--- config.mk ---
export PLATFORM = sky130hd
export DESIGN_NAME = rep_status_scan
export DESIGN_NICKNAME = d
export VERILOG_FILES = /design/src/rtl/rss_pkg.sv /design/src/rtl/rss_strap.sv /design/src/rtl/rss_sticky.sv /design/src/rtl/rss_scan_seq.sv /design/src/rtl/rep_status_scan.sv
export SDC_FILE = /design/constraint.sdc
export NUM_CORES = 1
export LEC_CHECK = 0
export BUFFER_PORTS_ARGS = -buffer_cell sky130_fd_sc_hd__buf_2
export CORE_MARGIN = 1
export CORE_UTILIZATION = 25
export DETAILED_ROUTE_END_ITERATION = 6
export PLACE_DENSITY = 0.43
export SYNTH_ARGS = -nofsm -noshare
export SYNTH_HDL_FRONTEND = slang
export SYNTH_SLANG_ARGS = --single-unit
export TNS_END_PERCENT = 100
--- constraint.sdc ---
create_clock -name clk -period 2.95 [get_ports clk]
set_input_delay 0.1475 -clock clk [delete_from_list [all_inputs] [get_ports clk]]
set_output_delay 0.1475 -clock clk [all_outputs]
set_load 0.1 [all_outputs]
--- src/rtl/rss_pkg.sv ---
package rss_pkg;
  typedef enum logic [1:0] {
    GRP_POL  = 2'b00,
    GRP_BRE  = 2'b01,
    GRP_LINK = 2'b10,
    GRP_PART = 2'b11
  } grp_e;
endpackage

--- src/rtl/rss_strap.sv ---
module rss_strap (
  input  logic clk,
  input  logic rst,
  input  logic test_strap,
  input  logic si_in,
  output logic min_mode,
  output logic pol_en
);
  // Straps follow their pins while reset is held; the last reset edge wins.
  always_ff @(posedge clk) begin
    if (rst) begin
      min_mode <= test_strap;
      pol_en   <= test_strap & si_in;
    end
  end
endmodule

--- src/rtl/rss_sticky.sv ---
module rss_sticky #(
  parameter int W = 9
) (
  input  logic         clk,
  input  logic         rst,
  input  logic [W-1:0] set,
  input  logic [W-1:0] clr,
  output logic [W-1:0] flag
);
  for (genvar i = 0; i < W; i++) begin : g_bit
    always_ff @(posedge clk) begin
      if (rst) flag[i] <= 1'b0;
      else     flag[i] <= (flag[i] & ~clr[i]) | set[i];  // set beats clear
    end
  end
endmodule

--- src/rtl/rss_scan_seq.sv ---
module rss_scan_seq
  import rss_pkg::*;
#(
  parameter int N  = 9,
  localparam int IW = $clog2(N)
) (
  input  logic          clk,
  input  logic          rst,
  input  logic          run,
  input  logic          strobe,
  input  logic [1:0]    sel_in,
  output logic          step,
  output grp_e          sel,
  output logic [IW-1:0] idx
);
  localparam logic [IW-1:0] LAST = IW'(N - 1);

  logic          strobe_q;
  logic [1:0]    cap_q;
  logic          started_q;
  logic [1:0]    sel_q;
  logic [IW-1:0] idx_q;

  assign step = run && strobe_q && !strobe;
  assign sel  = grp_e'(cap_q);
  always_comb begin
    if (!started_q || cap_q != sel_q) idx = '0;
    else if (idx_q == LAST)           idx = '0;
    else                              idx = idx_q + 1'b1;
  end

  always_ff @(posedge clk) begin
    if (rst) begin
      strobe_q  <= 1'b0;
      cap_q     <= 2'b00;
      started_q <= 1'b0;
      sel_q     <= 2'b00;
      idx_q     <= '0;
    end else begin
      strobe_q <= strobe;
      if (strobe) cap_q <= sel_in;
      if (step) begin
        started_q <= 1'b1;
        sel_q     <= cap_q;
        idx_q     <= idx;
      end
    end
  end
endmodule

--- src/rtl/rep_status_scan.sv ---
module rep_status_scan
  import rss_pkg::*;
#(
  parameter int          NUM_TP   = 8,
  parameter logic [7:0]  VER_CMD  = 8'hFF,
  parameter logic [3:0]  VER_CODE = 4'b0001,
  localparam int         N        = NUM_TP + 1,
  localparam int         IW       = $clog2(N)
) (
  input  logic          clk,
  input  logic          rst,
  input  logic          test_strap,
  input  logic          si_in,
  input  logic          sclk_in,
  input  logic          strobe,
  input  logic [N-1:0]  bre_evt,
  input  logic          aui_sqe_evt,
  input  logic          aui_lpbk_evt,
  input  logic [NUM_TP-1:0] tp_pol,
  input  logic [NUM_TP-1:0] tp_link,
  input  logic [NUM_TP-1:0] tp_part,
  input  logic          aui_part,
  input  logic          cmd_valid,
  input  logic [7:0]    cmd_byte,
  output logic          so,
  output logic          min_mode,
  output logic          pol_corr_en,
  output logic          rsp_valid,
  output logic [7:0]    rsp_byte
);
  logic          step;
  grp_e          sel;
  logic [IW-1:0] idx;
  logic [N-1:0]  bre_flag, bre_clr;
  logic [1:0]    aui_flag, aui_clr;   // [0] SQE error, [1] loopback
  logic [N-1:0]  grp_vec [4];

  rss_strap u_strap (
    .clk(clk), .rst(rst), .test_strap(test_strap), .si_in(si_in),
    .min_mode(min_mode), .pol_en(pol_corr_en)
  );

  rss_scan_seq #(.N(N)) u_seq (
    .clk(clk), .rst(rst), .run(min_mode), .strobe(strobe),
    .sel_in({sclk_in, si_in}), .step(step), .sel(sel), .idx(idx)
  );

  rss_sticky #(.W(N)) u_bre (
    .clk(clk), .rst(rst), .set(bre_evt), .clr(bre_clr), .flag(bre_flag)
  );

  rss_sticky #(.W(2)) u_aui (
    .clk(clk), .rst(rst), .set({aui_lpbk_evt, aui_sqe_evt}),
    .clr(aui_clr), .flag(aui_flag)
  );

  // Frame bit 0 is the AUI port, bit k is twisted-pair port k-1.
  assign grp_vec[GRP_POL]  = {tp_pol,  aui_flag[0]};
  assign grp_vec[GRP_BRE]  = bre_flag;
  assign grp_vec[GRP_LINK] = {tp_link, aui_flag[1]};
  assign grp_vec[GRP_PART] = {tp_part, aui_part};

  always_comb begin
    bre_clr    = '0;
    aui_clr    = 2'b00;
    if (step) begin
      if (sel == GRP_BRE)                 bre_clr[idx] = 1'b1;
      if (sel == GRP_POL  && idx == '0)   aui_clr[0]   = 1'b1;
      if (sel == GRP_LINK && idx == '0)   aui_clr[1]   = 1'b1;
    end
  end

  always_ff @(posedge clk) begin
    if (rst || !min_mode) so <= 1'b0;
    else if (step)        so <= grp_vec[sel][idx];
  end

  always_ff @(posedge clk) begin
    if (rst) begin
      rsp_valid <= 1'b0;
      rsp_byte  <= 8'h00;
    end else begin
      rsp_valid <= cmd_valid && !min_mode && cmd_byte == VER_CMD;
      if (cmd_valid && !min_mode && cmd_byte == VER_CMD)
        rsp_byte <= {4'h0, VER_CODE};
    end
  end
endmodule

**Word-level counts from Yosys, hierarchy flattened**

Index checks and enable logic that the tools add are counted.

- Bits in registers: 26
- Input port bits: 51

- Magnitude comparators: 3
- Bitwise operators: 35
- Mux-type cells: 14
- Eq/ne operators: 5
- Add/subtract/negate cells: 1
- Reductions and logical operators: 14

Operator list:

| operator | number |
|---|---|
| $mux W9 | 4 |
| $bmux W9 S2 | 1 |
| $and A1 B1 Y1 | 12 |
| $not A1 Y1 | 11 |
| $or A1 B1 Y1 | 11 |
| $eq A8 B8 Y1 const B | 1 |
| $mux W4 | 2 |
| $logic_and A1 B1 Y1 | 7 |
| $lt A4 B5 Y1 const B | 1 |
| $add A4 B1 Y4 const B | 1 |
| $bmux W1 S4 | 1 |
| $demux W1 S4 | 1 |
| $eq A4 B4 Y1 const B | 1 |
| $ge A4 B1 Y1 const B | 1 |
| $logic_not A4 Y1 | 1 |
| $mux W1 | 4 |
| $ge A3 B3 Y1 const B | 1 |
| $logic_not A1 Y1 | 3 |
| $not A2 Y3 | 1 |
| $eq A2 B1 Y1 const B | 1 |
| $eq A2 B2 Y1 const B | 1 |
| $logic_not A2 Y1 | 1 |
| $logic_or A1 B1 Y1 | 2 |
| $mux W2 | 1 |
| $ne A2 B2 Y1 | 1 |

**Depth between registers and ports, before layout**

Gate-level depths: netlist of run 1.

- Depth in word-level cells: 12
- Gate-level depth with buffers: 9

**By module**

A second synthesis of run 1 with hierarchy kept.

- Cells, all modules: 187
- Area total of the unflattened synthesis: 1,719.1 µm²

By module, submodules not included:

| module | cells an instance | seq. area each (µm²) | area each (µm²) | instances |
|---|---|---|---|---|
| rep_status_scan | 80 | 60.1 | 648.1 | 1 |
| rss_scan_seq | 59 | 200.2 | 506.7 | 1 |
| rss_sticky (u_bre) | 37 | 180.2 | 427.9 | 1 |
| rss_sticky (u_aui) | 8 | 40.0 | 70.1 | 1 |
| rss_strap | 3 | 60.1 | 66.3 | 1 |

**Worst setup path after synthesis of run 1**

OpenSTA, ideal clock, no wires.

- Path kind: register to register
- Start: reg u_strap.min_mode
- End: reg u_bre.flag[4]
- Data required time: 2,818 ps
- Stages on the path, launching flop included: 7
- Period minus slack after synthesis: 2,370 ps
- Path buffers: 1
- Path slack: 580 ps
- Arrival: 2,238 ps
- Cells stage by stage: edfxtp_1 > and3b_1 > clkbuf_2 > nand3_1 > or4b_4 > o21ai_1 > a21oi_1

- Longest elaborated chain between the ends: 6

RTL lines:

| what | RTL line | text |
|---|---|---|
| start, declared | rss_strap.sv:6 | `output logic min_mode,` |
| start signal, assigned | rss_strap.sv:12 | `min_mode <= test_strap;` |
| $logic_and A1 B1 Y1 (2 in a row) | rss_scan_seq.sv:24 | `assign step = run && strobe_q && !strobe;` |
| $mux W9 | rep_status_scan.sv:66 | `if (step) begin` |
| $not A1 Y1 | rss_sticky.sv:13 | `else flag[i] <= (flag[i] & ~clr[i]) \| set[i];` |
| $and A1 B1 Y1 | rss_sticky.sv:13 |  |
| $or A1 B1 Y1 | rss_sticky.sv:13 |  |
| end signal, assigned by index | rss_sticky.sv:13 |  |
| end, declared | rss_sticky.sv:8 | `output logic [W-1:0] flag` |

Every way passes these cells.
A chain may end at the register's enable or synchronous reset.

**Worst setup path in the final report of run 1**

- Start: reg u_seq.idx_q[0]
- End: reg u_bre.flag[6]

- Longest elaborated chain between the ends: 12

RTL lines:

| what | RTL line | text |
|---|---|---|
| start, declared | rss_scan_seq.sv:22 | `logic [IW-1:0] idx_q;` |
| start signal, assigned | rss_scan_seq.sv:45 | `idx_q <= idx;` |
| $add A4 B1 Y4 or $eq A4 B4 Y1 (tied branches) | rss_scan_seq.sv:29, rss_scan_seq.sv:28 |  |
| $mux W4 (*) | rss_scan_seq.sv:28 | `else if (idx_q == LAST) idx = '0;` |
| $mux W4 (*) | rss_scan_seq.sv:27 | `if (!started_q \|\| cap_q != sel_q) idx = '0;` |
| $lt A4 B5 Y1 (not written as such) or $ge A4 B1 Y1 (tied branches) | rep_status_scan.sv:67 | `if (sel == GRP_BRE) bre_clr[idx] = 1'b1;` |
| $logic_and A1 B1 Y1 (not written as such) | rep_status_scan.sv:67 |  |
| $mux W1 (not written as such) | rep_status_scan.sv:67 |  |
| $demux W1 S4 (*) | rep_status_scan.sv:67 |  |
| $mux W9 (*) | rep_status_scan.sv:67 |  |
| $mux W9 (*) | rep_status_scan.sv:66 |  |
| $not A1 Y1 (*) | rss_sticky.sv:13 |  |
| $and A1 B1 Y1 (*) | rss_sticky.sv:13 |  |
| $or A1 B1 Y1 (*) | rss_sticky.sv:13 |  |

Every way passes the cells marked *; elsewhere a longest branch is shown, timed or not.

==> summary.md, run 1 <==
| Metric | Value |
|---|---|
| Lkg Pwr | 0.817 nW |
| Hold Startpoint | test_strap |
| Initial antenna violation count | 0 |
| Fillers | 663 |
| Layout cell share with drive strength beyond 1 | 0.311 |
| Vias in the first global route | 1218 |
| Post-synth top area cell | dfxtp_1 |
| Initial Util | 0.264 |
| Maxcap violations | 0 |
| Number of setup buffers added after CTS | 0 |
| RSZ-0062 raised after global routing | no |
| Synth cell count leaders | dfxtp_1, a21oi_1, inv_1 |
| Cts repair resizes | 0 |
| Final RePlAce weighted congestion | 0.846 |
| Pre-CTS setup slack | 0.570 ns |
| Remaining DRCs | 0 |
| Cell Pwr Density | 443 nW/um2 |
| Area delta synth->final | 20.7% |
| Post-DRT Antenna Nets | 0 |
| Worst hold stages | 1 |
| Synth Cell Area | 1600 um2 |
| Vias/cell | 4.70 |
| DIE AREA | 6720 um2 |
| Layout Cells excl Fill | 294 |
| Post-synth top area share | 0.300 |
| Relative slew margins | 0.466 |
| Placed cells | 290 |
| R2r setup slk | 0.53 ns |
| CP top delay family | simple AND/OR/NAND/NOR gates |
| Total track usage | 0.123 |
| Final period util | 0.821 |
| CTS max path bufs | 2 |
| Pins Over Slew Limit | 0 |
| Clock sinks | 26 |
| Final min period | 2.42 ns |
| Diodes inserted | 0 |
| Mapped Cells | 170 |
| Die Y | 82.0 um |
| Die width | 82.0 um |
| Avg WL per Cell | 13.2 um |
| Worst Hold Slack | 0.0631 ns |
| Core Area | 6060 um2 |
| Element type at the critical path end | flop |
| Slowest-stage cell, CP | or4b_4 |
| CP startpoint kind | flop |
| Syn. warnings | 0 |
| Crit path arrival time | 2.57 ns |
| WP buf/inv | 1 |
| Fmax | 413 MHz |
| Design area | 1930 um2 |
| Final hold violations | 0 |
| Row cnt | 28 |
| Starting DRT DRC Count | 79 |
| Root buf cell | clkbuf_8 |
| VDD IR-drop max | 0.000180 V |
| Largest net degree at the start of global routing | 26 |
| Post-CTS Hold Fix Bufs | 0 |
| Clk Latency, worst-skew pair | 0.27 ns |
| Setup violators final | 0 |
| Wirelength, routed | 3.89 mm |
| Remaining global-route overflow | 0 |
| Status | completed |
| Crit path kind | flop to flop |
| Largest cells by area after synthesis | dfxtp_1, mux4_2, mux4_1 |
| Reg2reg path depth | 7 |
| Detail Placement HPWL | 3.03 mm |
| Hold EP | u_strap.min_mode |
| Yosys cell types | 47 |
| Global-route wire length before repair | 6.15 mm |
| Ys async rst share | 0 |
| TritonCTS clock tree | built |
| Clock-pin slew on the worst setup and hold paths | 0.09 ns |
| Most used DFF post-synth | dfxtp_1 |
| Synth Register Bits | 26 |
| Critical Path RT | 3.10 ns |
| Hold crit path type | primary input to flop |
| Worst R2R Start | u_seq.idx_q[0] |
| RR Endpoint | u_bre.flag[6] |
| H-tree levels | 1 |
| Post-synth EDFFs | 2 |
| Clock skew | 0.00420 ns |
| CP cell instances | inv_1 -> ha_1 -> nand3b_1 -> nand4_2 -> or4b_4 -> o21ai_1 -> a21oi_1 |
| TNS Setup | 0 ns |
| Vias | 1383 |
| Final worst slack | 0.528 ns |
| CP max stage delay | 0.66 ns |
| Count leader, synth | dfxtp_1 |
| Max Fanout on Critical Path | 11 |
| Ports | 63 |
| Syn_area_per_cell | 9.41 um2 |
| CTS Buf Count | 3 |
| Tightest Pin Transition | 0.800 ns |
| Final nets | 273 |
| Placed cell areas | 1860 um2 |
| Drt pass-1 iters | 4 |
| Seq/Total Area, Yosys | 0.338 |
| IO Port Bufs | 55 |
[worst max path at each step]
stage | startpoint | end | slack (ns) | cells past startpoint
after global routing | u_seq.idx_q[0] | u_bre.flag[4] | 0.35 | 7
final | u_seq.idx_q[0] | u_bre.flag[6] | 0.53 | 7
after detailed placement | u_seq.idx_q[0] | u_bre.flag[6] | 0.57 | 7
after floorplan | u_strap.min_mode | u_bre.flag[4] | 0.58 | 6
after global placement | u_seq.sel[0] | u_bre.flag[6] | 0.61 | 5
after CTS | u_seq.idx_q[0] | u_bre.flag[6] | 0.54 | 7
[where the power goes]
| group | leakage (nW) | internal, mW | switching (mW) |
|---|---|---|---|
| logic | 0.564 | 0.0650 | 0.101 |
| registers | 0.217 | 0.372 | 0.0174 |
| clock network | 0.0357 | 0.182 | 0.119 |
[per-stage QoR]
stage | total power, mW | util
floorplan | 0.526 | -
global route | 0.895 | 0.319
detailed placement | 0.565 | 0.307
finish | 0.856 | 0.319
global placement | 0.566 | 0.307
CTS | 0.869 | 0.319
[metal layers]
metal | track usage | up-vias | wire [um]
li1 | - | 700 | -
met1 | 0.176 | 637 | 1820
met2 | 0.190 | 44 | 1870
met3 | 0.0189 | 2 | 185
met4 | 0.0316 | 0 | 21
met5 | 0 | - | 0
[worst register-to-register path, cell delays in order, from the launching register on]
cell,delay [ns]
dfxtp_1,0.53
inv_1,0.18
ha_1,0.24
nand3b_1,0.18
nand4_2,0.30
or4b_4,0.66
o21ai_1,0.14
a21oi_1,0.07
[cell usage in the layout (no fill, tap or decap), types with 3 or more instances in the layout]
master    count
o21ai_0       5
nor2_1       10
o41ai_1       3
dfxtp_1      24
clkbuf_8      3
buf_2        55
o31ai_1       4
a21oi_1      19
nand2_1       8
nand3_1       9
inv_1        17
o21ai_1       4
mux4_1        4
conb_1        7
mux4_2        5
nor3_1        4
[sequential cells by signal, summed over array words and instances, names as in the netlist, 2 cells and up]
name,cells
u_bre.flag,9
u_seq.idx_q,4
u_aui.flag,2
u_seq.sel,2
u_seq.sel_q,2
[final cells by class]
cell class | count | area, um2 | share of cell area
multi-input combinational | 117 | 886 | 0.459
sequential | 26 | 541 | 0.280
timing repair buffer | 55 | 275 | 0.143
tap | 75 | 93.8 | 0.0486
inverter | 17 | 63.8 | 0.0331
clock buffer | 3 | 41.3 | 0.0214
clock inverter | 1 | 30.0 | 0.0156
[logic make-up after synthesis]
logic type | share of synthesized area
adder cells (fa/ha/maj) | 0.0156
XOR/XNOR | 0.0391
multiplexers | 0.149
AND/OR/NAND/NOR | 0.165
other | 0.00235
AO/OA/AOI/OAI | 0.169
buffers and inverters | 0.122
flip-flops | 0.338
Note: power is estimated with default switching activity, not from simulation.
==> run 2, diff against run 1 <==
--- a/config.mk
+++ b/config.mk
@@ -9,7 +9,7 @@
 export CORE_MARGIN = 1
 export CORE_UTILIZATION = 25
 export DETAILED_ROUTE_END_ITERATION = 6
-export PLACE_DENSITY = 0.43
+export PLACE_DENSITY = 0.44
 export SYNTH_ARGS = -nofsm -noshare
 export SYNTH_HDL_FRONTEND = slang
 export SYNTH_SLANG_ARGS = --single-unit
==> constraint.sdc (replaced) <==
create_clock -name clk -period 1.98 [get_ports clk]
set_input_delay 0.099 -clock clk [delete_from_list [all_inputs] [get_ports clk]]
set_output_delay 0.099 -clock clk [all_outputs]
set_load 0.1 [all_outputs]
==> summary.md, run 2 (synthesized netlist as in run 1, its figures left out) <==
| Metric | Value |
|---|---|
| Status | completed (unchanged) |
| Cell Pwr Density | 570 nW/um2 (was 443 nW/um2) |
| Worst Hold Slack | 0.00952 ns (was 0.0631 ns) |
| Final hold violations | 0 (unchanged) |
| Worst Setup SP | u_seq.idx_q[0] (unchanged) |
| Wirelength, routed | 4.29 mm (was 3.89 mm) |
| Critical Path RT | 2.18 ns (was 3.10 ns) |
| Total track usage | 0.137 (was 0.123) |
| Most frequent cells in the layout | buf_2, dfxtp_1, a21oi_1 (unchanged) |
| Area delta synth->final | 26.7% (was 20.7%) |
| Pins Over Slew Limit | 0 (unchanged) |
| TNS Setup | 0 ns (unchanged) |
| Detail Placement HPWL | 3.35 mm (was 3.03 mm) |
| Root buf cell | clkbuf_8 (unchanged) |
| Maxcap violations | 0 (unchanged) |
| Initial Util | 0.264 (unchanged) |
| Element type at the critical path end | flop (unchanged) |
| Vias/cell | 4.65 (was 4.70) |
| Crit path arrival time | 2.06 ns (was 2.57 ns) |
| M1 WL | 2.16 mm (was 1.82 mm) |
| Global-route wire length before repair | 6.87 mm (was 6.15 mm) |
| Final RePlAce weighted congestion | 0.761 (was 0.846) |
| CTS max path bufs | 2 (unchanged) |
| Final nets | 285 (was 273) |
| Crit path kind | flop to flop (unchanged) |
| H-tree levels | 1 (unchanged) |
| Top reg by flops | u_bre.flag (unchanged) |
| Routed length on met3 | 116 um (was 185 um) |
| Placed cells | 302 (was 290) |
| Final worst slack | 0.120 ns (was 0.528 ns) |
| VDD IR-drop max | 0.000325 V (was 0.000180 V) |
| Setup violators final | 0 (unchanged) |
| Avg WL per Cell | 14.0 um (was 13.2 um) |
| RSZ-0062 raised after global routing | no (unchanged) |
| Top Metal Used | met4 (unchanged) |
| Metal2 WL | 1.97 mm (was 1.87 mm) |
| Largest net degree at the start of global routing | 26 (unchanged) |
| Drt pass-1 iters | 4 (unchanged) |
| Number of flip-flops in the largest register | 9 (unchanged) |
| Layout Cells excl Fill | 306 (was 294) |
| CP startpoint kind | flop (unchanged) |
| Initial antenna violation count | 0 (unchanged) |
| Vias in the first global route | 1373 (was 1218) |
| Remaining global-route overflow | 0 (unchanged) |
| Layout Utilization | 0.334 (was 0.319) |
| CTS Buf Count | 3 (unchanged) |
| Hold crit path type | primary input to flop (unchanged) |
| Lkg Pwr | 0.866 nW (was 0.817 nW) |
| Clk Latency, worst-skew pair | 0.27 ns (about the same) |
| Hold Startpoint | test_strap (unchanged) |
| Layout cell share with drive strength beyond 1 | 0.368 (was 0.311) |
| Row cnt | 28 (unchanged) |
| Diodes inserted | 0 (unchanged) |
| Design area | 2030 um2 (was 1930 um2) |
| Die width | 82.0 um (unchanged) |
| Max Fanout on Critical Path | 6 (was 11) |
| Die Y | 82.0 um (unchanged) |
| TritonCTS clock tree | built (unchanged) |
| Final min period | 1.86 ns (was 2.42 ns) |
| Remaining DRCs | 0 (unchanged) |
| IO Port Bufs | 55 (unchanged) |
| Core Area | 6060 um2 (unchanged) |
| Power, Total | 1.15 mW (was 0.856 mW) |
| Fmax | 538 MHz (was 413 MHz) |
| Clock-pin slew on the worst setup and hold paths | 0.10 ns (was 0.09 ns) |
| Fillers | 649 (was 663) |
| Ports | 63 (unchanged) |
| Number of setup buffers added after CTS | 0 (unchanged) |
| Clock skew | 0.00175 ns (was 0.00420 ns) |
| Vias | 1422 (was 1383) |
| DIE AREA | 6720 um2 (unchanged) |
| Starting DRT DRC Count | 100 (was 79) |
| Top flop regs | u_bre.flag x9, u_seq.idx_q x4 (unchanged) |
| Clock sinks | 26 (unchanged) |
| Post-DRT Antenna Nets | 0 (unchanged) |
| Leading cell type in the layout, fill and taps excluded | buf_2 (unchanged) |
| Final period util | 0.939 (was 0.821) |
| Pre-CTS setup slack | -0.0391 ns (was 0.570 ns) |
| Worst R2R Start | u_seq.idx_q[0] (unchanged) |
| Placed cell areas | 1960 um2 (was 1860 um2) |
run 2: metal layers:
layer	vias to the layer above	global-route usage
met2	31	0.211
met3	4	0.0189
li1	725	-
met1	662	0.199
met4	0	0.0316
met5	-	0
run 2: power by group:
part / switching, mW / leakage (nW) / internal (mW)
Sequential: 0.0172 / 0.218 / 0.554
Clock: 0.178 / 0.0231 / 0.139
Combinational: 0.162 / 0.624 / 0.103
Total: 0.357 / 0.866 / 0.797
run 2: path summary, 6_finish.rpt:
kind                      end  slack [ns]  cells after the start
max                        so        0.12                      8
min          u_strap.min_mode        0.01                      1
max reg2reg                so        0.12                      8
min reg2reg       rsp_byte[0]        0.46                      1
run 2: final cells by class:
class	instances	area, um2	share of cell area
clock buffers	3	41.3	0.0204
clock inverters	1	3.75	0.00185
inverters	17	63.8	0.0315
multi-input cells	117	915	0.452
flip-flops and latches	26	543	0.268
well taps	75	93.8	0.0463
repair buffers	67	365	0.180
run 2: repair_timing:
action                                  4_1_cts  5_1_grt
cloned                                        0        0
hold buffers                                  0        0
resized for setup                             1        5
endpoints found under the setup margin        1        9
run 2: worst max-delay path: stages, from the launching register on:
cell and delay (ns):
dfxtp_2 0.38, inv_1 0.06, ha_1 0.20, nand3b_1 0.12, buf_4 0.15, nand3_1 0.07, a31o_1 0.22, a2111o_1 0.41
a31oi_1 0.18
